[config.mk]
export PLATFORM = sky130hd
export DESIGN_NAME = act_timing_guard
export DESIGN_NICKNAME = d
export VERILOG_FILES = /design/src/rtl/act_guard_pkg.sv /design/src/rtl/act_down_counter.sv /design/src/rtl/act_bank_state.sv /design/src/rtl/act_issue_check.sv /design/src/rtl/act_timing_guard.sv
export SDC_FILE = /design/constraint.sdc
export NUM_CORES = 1
export LEC_CHECK = 0
export ABC_AREA = 1
export BUFFER_PORTS_ARGS = -buffer_cell sky130_fd_sc_hd__clkbuf_2
export CAP_MARGIN = 20
export CORE_MARGIN = 3
export CORE_UTILIZATION = 40
export DETAILED_ROUTE_END_ITERATION = 10
export GPL_ROUTABILITY_DRIVEN = 0
export GPL_TIMING_DRIVEN = 0
export HOLD_SLACK_MARGIN = 0.08
export PLACE_DENSITY = 0.73
export SKIP_CTS_REPAIR_TIMING = 1
export SYNTH_ARGS = -nofsm -noshare
export SYNTH_HDL_FRONTEND = slang
export SYNTH_SLANG_ARGS = --single-unit
[constraint.sdc]
create_clock -name clk -period 1.93 [get_ports clk]
set_input_delay 0.0965 -clock clk [delete_from_list [all_inputs] [get_ports clk]]
set_output_delay 0.0965 -clock clk [all_outputs]
set_load 0.02 [all_outputs]
[src/rtl/act_guard_pkg.sv]
`timescale 1ns/1ps
package act_guard_pkg;

  typedef enum logic [2:0] {
    CMD_NOP = 3'd0,
    CMD_ACT = 3'd1,
    CMD_RD  = 3'd2,
    CMD_WR  = 3'd3,
    CMD_PRE = 3'd4
  } cmd_e;

  // whole cycles covering a time window, rounded up
  function automatic int unsigned cycles_for(input int unsigned span_ps,
                                             input int unsigned tck_ps);
    return (span_ps + tck_ps - 1) / tck_ps;
  endfunction

  // counter preload so that the window expires on the right edge
  function automatic int unsigned preload_for(input int unsigned cyc);
    return (cyc > 0) ? cyc - 1 : 0;
  endfunction

endpackage

[src/rtl/act_down_counter.sv]
`timescale 1ns/1ps
module act_down_counter #(
  parameter int unsigned LOAD = 2,
  parameter int unsigned W    = $clog2(LOAD + 2)
) (
  input  logic clk,
  input  logic rst,
  input  logic load,
  output logic expired
);

  logic [W-1:0] cnt;

  always_ff @(posedge clk) begin
    if (rst) begin
      cnt <= '0;
    end else if (load) begin
      cnt <= W'(LOAD);
    end else if (cnt != '0) begin
      cnt <= cnt - 1'b1;
    end
  end

  assign expired = (cnt == '0);

endmodule

[src/rtl/act_bank_state.sv]
`timescale 1ns/1ps
module act_bank_state #(
  parameter int unsigned RCD_LOAD = 2,
  parameter int unsigned RC_LOAD  = 8
) (
  input  logic clk,
  input  logic rst,
  input  logic act_fire,
  input  logic pre_fire,
  output logic is_open,
  output logic access_ok,
  output logic reopen_ok
);

  logic rcd_done;
  logic rc_done;

  always_ff @(posedge clk) begin
    if (rst) begin
      is_open <= 1'b0;
    end else if (act_fire) begin
      is_open <= 1'b1;
    end else if (pre_fire) begin
      is_open <= 1'b0;
    end
  end

  act_down_counter #(.LOAD(RCD_LOAD)) u_rcd (
    .clk(clk), .rst(rst), .load(act_fire), .expired(rcd_done)
  );

  act_down_counter #(.LOAD(RC_LOAD)) u_rc (
    .clk(clk), .rst(rst), .load(act_fire), .expired(rc_done)
  );

  assign access_ok = is_open & rcd_done;
  assign reopen_ok = ~is_open & rc_done;

endmodule

[src/rtl/act_issue_check.sv]
`timescale 1ns/1ps
module act_issue_check
  import act_guard_pkg::*;
#(
  parameter int unsigned BANKS  = 4,
  parameter int unsigned BANK_W = $clog2(BANKS)
) (
  input  logic              req_valid,
  input  logic [2:0]        req_cmd,
  input  logic [BANK_W-1:0] req_bank,
  input  logic [BANKS-1:0]  bank_open,
  input  logic [BANKS-1:0]  bank_access_ok,
  input  logic [BANKS-1:0]  bank_reopen_ok,
  input  logic              gap_ok,
  output logic              fire,
  output logic              idle_access
);

  logic legal;
  logic is_access;

  assign is_access = (req_cmd == CMD_RD) || (req_cmd == CMD_WR);

  always_comb begin
    unique case (req_cmd)
      CMD_ACT: legal = bank_reopen_ok[req_bank] & gap_ok;
      CMD_RD,
      CMD_WR:  legal = bank_access_ok[req_bank];
      CMD_PRE: legal = 1'b1;
      default: legal = 1'b0;
    endcase
  end

  assign fire        = req_valid & legal;
  assign idle_access = req_valid & is_access & ~bank_open[req_bank];

endmodule

[src/rtl/act_timing_guard.sv]
`timescale 1ns/1ps
module act_timing_guard
  import act_guard_pkg::*;
#(
  parameter int unsigned BANKS    = 4,
  parameter int unsigned BANK_W   = $clog2(BANKS),
  parameter int unsigned ROW_W    = 12,
  parameter int unsigned COL_W    = 10,
  parameter int unsigned TCK_PS   = 7500,
  parameter int unsigned TRCD_PS  = 20000,
  parameter int unsigned TRC_PS   = 65000,
  parameter int unsigned TRRD_PS  = 15000
) (
  input  logic              clk,
  input  logic              rst,
  input  logic              req_valid,
  input  logic [2:0]        req_cmd,
  input  logic [BANK_W-1:0] req_bank,
  input  logic [ROW_W-1:0]  req_row,
  input  logic [COL_W-1:0]  req_col,
  output logic              grant,
  output logic [2:0]        cmd_out,
  output logic [BANK_W-1:0] bank_out,
  output logic [ROW_W-1:0]  addr_out,
  output logic              proto_err
);

  localparam int unsigned RCD_CYC = cycles_for(TRCD_PS, TCK_PS);
  localparam int unsigned RC_CYC  = cycles_for(TRC_PS, TCK_PS);
  localparam int unsigned RRD_CYC = cycles_for(TRRD_PS, TCK_PS);

  logic [BANKS-1:0] bank_open;
  logic [BANKS-1:0] bank_access_ok;
  logic [BANKS-1:0] bank_reopen_ok;
  logic [BANKS-1:0] act_hit;
  logic [BANKS-1:0] pre_hit;
  logic             gap_ok;
  logic             fire;
  logic             idle_access;
  logic             act_fire;

  assign act_fire = fire && (req_cmd == CMD_ACT);

  for (genvar b = 0; b < BANKS; b++) begin : g_bank
    assign act_hit[b] = act_fire && (req_bank == BANK_W'(b));
    assign pre_hit[b] = fire && (req_cmd == CMD_PRE) && (req_bank == BANK_W'(b));

    act_bank_state #(
      .RCD_LOAD(preload_for(RCD_CYC)),
      .RC_LOAD (preload_for(RC_CYC))
    ) u_state (
      .clk      (clk),
      .rst      (rst),
      .act_fire (act_hit[b]),
      .pre_fire (pre_hit[b]),
      .is_open  (bank_open[b]),
      .access_ok(bank_access_ok[b]),
      .reopen_ok(bank_reopen_ok[b])
    );
  end

  act_down_counter #(.LOAD(preload_for(RRD_CYC))) u_gap (
    .clk(clk), .rst(rst), .load(act_fire), .expired(gap_ok)
  );

  act_issue_check #(.BANKS(BANKS), .BANK_W(BANK_W)) u_check (
    .req_valid     (req_valid),
    .req_cmd       (req_cmd),
    .req_bank      (req_bank),
    .bank_open     (bank_open),
    .bank_access_ok(bank_access_ok),
    .bank_reopen_ok(bank_reopen_ok),
    .gap_ok        (gap_ok),
    .fire          (fire),
    .idle_access   (idle_access)
  );

  logic [ROW_W-1:0] addr_next;

  always_comb begin
    addr_next = '0;
    if (req_cmd == CMD_ACT) begin
      addr_next = req_row;
    end else if ((req_cmd == CMD_RD) || (req_cmd == CMD_WR)) begin
      addr_next = ROW_W'(req_col);
    end
  end

  always_ff @(posedge clk) begin
    if (rst) begin
      grant     <= 1'b0;
      cmd_out   <= CMD_NOP;
      bank_out  <= '0;
      addr_out  <= '0;
      proto_err <= 1'b0;
    end else begin
      grant     <= fire;
      cmd_out   <= fire ? req_cmd : CMD_NOP;
      bank_out  <= fire ? req_bank : '0;
      addr_out  <= fire ? addr_next : '0;
      proto_err <= proto_err | idle_access;
    end
  end

endmodule

==> results by group <==
Pwr
  • Maximum vdd drop: 0.5569 mV
  • PD cells: 1097 mW/mm^2
  • Final Power: 0.003155 W
  • P_leak: 1.359 nW

STA
  • Final setup violation count: 0
  • Post-layout min period: 1.805 ns
  • Slew margin rel.: 66.35%
  • Worst-margin pin slew: 0.5048 ns
  • Final Hold Violating Endpoints: 0
  • Final slew viol count: 0
  • Period utilization: 93.53%
  • Fmax: 0.5540 GHz
  • Clock Skews: 0.01765 ns

Layout
  • Fillers: 459
  • Fin util: 55.59%
  • Layout Nets: 399
  • Share of post-route cells with drive strength above 1: 22.44%
  • Number of diodes: 0
  • Multi-input gate area: 0.001023 sq mm
  • Area delta synth->final: 33.06%
  • Register area: 980.9 sq um

Synthesis
  • Synth Area in Simple Gates: 29.36%
  • XOR/XNOR Fraction of Synth Area: 2.837%
  • Dominant cell type by area after synthesis: dfxtp_1
  • Mux contribution to synthesized area: 1.563%
  • Post-synthesis adder-cell area fraction: 5.211%
  • FF+latch count, synth: 49
  • Largest family of logic cells by synthesized area: simple AND/OR/NAND/NOR gates
  • Syn Nets: 320
  • Synth warn: 0
  • Post-synthesis compound-gate area fraction: 7.064%
  • Seq/Total Area, Yosys: 45.40%
  • Syn Area/Cell: 7.690 sq um
  • Cell variety after synth: 22
  • Post-synthesis cell count: 281
  • Main area contributors after synthesis: dfxtp_1 (45%), nand2_1 (9.2%), nor2_1 (7.3%)
  • Mapped cell area: 0.002161 sq mm
  • Post-synth top area share: 45.40%

Critical path
  • CP max stage delay: 0.32 ns
  • R2r setup slk: 0.12 ns
  • CP arrival: 2.05 ns
  • Setup crit end kind: register
  • Crit-path cells: inv_1, ha_2, nand2_2, o21ai_1, inv_1, nor2_1, nand2_2, nand2_4, nand2_4, nor2_8, buf_6, nand3_1, nand2_1
  • Worst setup path start: g_bank[2].u_state.u_rc.cnt[0]
  • Delay-heaviest family, CP: simple AND/OR/NAND/NOR gates
  • Crit-path max FO: 10
  • Crit Reg-Reg Startpoint: g_bank[2].u_state.u_rc.cnt[0]
  • Worst Setup Path Type: reg2reg
  • R2R Path End: addr_out[2]
  • Cell count of the worst reg-to-reg path: 13
  • Crit path launch type: register
  • Slowest CP cell: dfxtp_1
  • WP data required: 2.18 ns
  • Buf+Inv Stages, Crit Path: 3

Min path
  • HP Start: req_cmd[1]
  • WHS Endpoint: addr_out[4]
  • Hold-critical path depth: 3
  • Worst hold path type: in2reg

Clock tree
  • Clock Pin Slew Worst Setup and Hold Paths: 0.10 ns
  • CTS tree: done
  • H-tree levels: 2
  • Worst-Skew Late Latency: 0.31 ns
  • Deepest clock path buffer count: 2
  • Clk root buf: clkbuf_8
  • Number of buffers created by CTS: 5
  • Clock Sinks: 49

Die
  • Die Span Y: 79.50 microns
  • Core area: 0.005172 sq mm
  • IO Pins: 49
  • Cell row count: 26
  • Initial Util: 41.78%
  • Die area: 0.006320 sq mm
  • Die extent in x: 79.50 microns

Global route
  • Vias in the first global route: 1859
  • First-pass GRT wire length: 7590 microns
  • Largest net degree at the start of global routing: 17
  • Gr usage total: 14.77%
  • Antenna violations before repair: 0
  • GRT overflow: 0

Route
  • Drt via density: 4.691
  • Vias post-DR: 2022
  • Routed WL: 5110 microns
  • ANT nets after route: 0
  • Drt pass-1 iters: 4
  • DRT iter0 DRCs: 64
  • Post-route DRC violation count: 0
  • WL per Instance: 11.86 microns

Flow run
  • Max Cap Viol: 0

Run status
  • Status: finished clean

Placement
  • IO buf count: 45
  • DP HPWL: 3270 microns
how the worst max path moves through the flow:
stage / to / cells after the start
final: addr_out[2] / 13
after global routing: addr_out[4] / 13
after CTS: g_bank[2].u_state.u_rc.cnt[1] / 11
after detailed placement: g_bank[3].u_state.u_rcd.cnt[0] / 11
after global placement: g_bank[2].u_state.u_rc.cnt[1] / 11
after floorplan: addr_out[1] / 13
stage by stage:
step | hold WS [ns] | setup slack, ns | setup TNS (ns) | instances | instance area, sq um
3_3_place_gp | 0.2935 | 0.07288 | 0 | 396 | 2474
3_5_place_dp | 0.3026 | 0.06748 | 0 | 396 | 2474
2_1_floorplan | 0.2087 | 0.3186 | 0 | 281 | 2161
6_report | 0.06194 | 0.1248 | 0 | 431 | 2875
4_1_cts | -0.02007 | 0.04318 | 0 | 404 | 2589
5_1_grt | 0.08229 | -0.02519 | -0.02519 | 431 | 2875
worst min-delay path, cell delays in order:
cell	delay, ns
buf_6	0.11
nand3_1	0.08
nand2_1	0.07
cell usage after synthesis:
| master | n |
|---|---|
| a21oi_1 | 19 |
| buf_2 | 1 |
| buf_6 | 2 |
| clkbuf_1 | 4 |
| dfxtp_1 | 49 |
| ha_1 | 9 |
| inv_1 | 37 |
| inv_2 | 1 |
| mux2_2 | 3 |
| nand2_1 | 53 |
| nand2_4 | 2 |
| nand3_1 | 19 |
| nand4_1 | 10 |
| nor2_1 | 42 |
| nor2_8 | 1 |
| nor3_1 | 4 |
| nor3_2 | 1 |
| nor3_4 | 1 |
| o211ai_1 | 1 |
| o21ai_0 | 10 |
| or2_2 | 5 |
| xor2_1 | 7 |
state kept, by name (all words and copies together), names as in the netlist:
| register | cells |
|---|---|
| bank_out | 2 |
| g_bank.u_state.u_rcd.cnt | 8 |
| g_bank.u_state.is_open | 4 |
| cmd_out | 3 |
| addr_out | 12 |
| grant | 1 |
| proto_err | 1 |
| g_bank.u_state.u_rc.cnt | 16 |
| u_gap.cnt | 2 |
cell usage in the layout, fill, tap and decap left out, drive strengths merged, types with 10 or more instances in the layout:
cell type,netlist,layout
dlygate4sd3,0,25
a21oi,19,19
nor2,43,43
o21ai,10,10
dfxtp,49,49
nand4,10,10
clkbuf,4,54
nand2,55,56
nand3,19,19
inv,38,38
layout make-up:
cell class              instances  area share, %
repair buffers                 71          16.80
plain buffers                   7          1.480
well taps                      70          3.046
multi-input cells             188          35.60
clock inverters                 3          1.610
flip-flops and latches         49          34.12
clock buffers                   5          2.393
inverters                      38          4.961
layer usage:
layer  track usage [%]  vias to the layer above  part of all wire, %  wire, microns
li1                  -                     1050                    -              -
met1             16.67                      909                   42           2160
met2             26.54                       54                   51           2619
met3             4.515                        9                  5.2            265
met4             4.296                        0                  1.3             65
met5                 0                        -                    0              0
power breakdown:
part           internal, W  leakage [nW]  switching, W
clock             0.000388        0.0543      0.000351
sequential         0.00119         0.400      0.000106
combinational     0.000506         0.905      0.000617
kinds of logic after synthesis:
family / after synthesis
multiplexers: 3
flip-flops: 49
adder cells (fa/ha/maj): 9
buffers and inverters: 45
AND/OR/NAND/NOR: 138
AO/OA/AOI/OAI: 30
XOR/XNOR: 7
No activity file was read; power rests on OpenSTA's default activity.
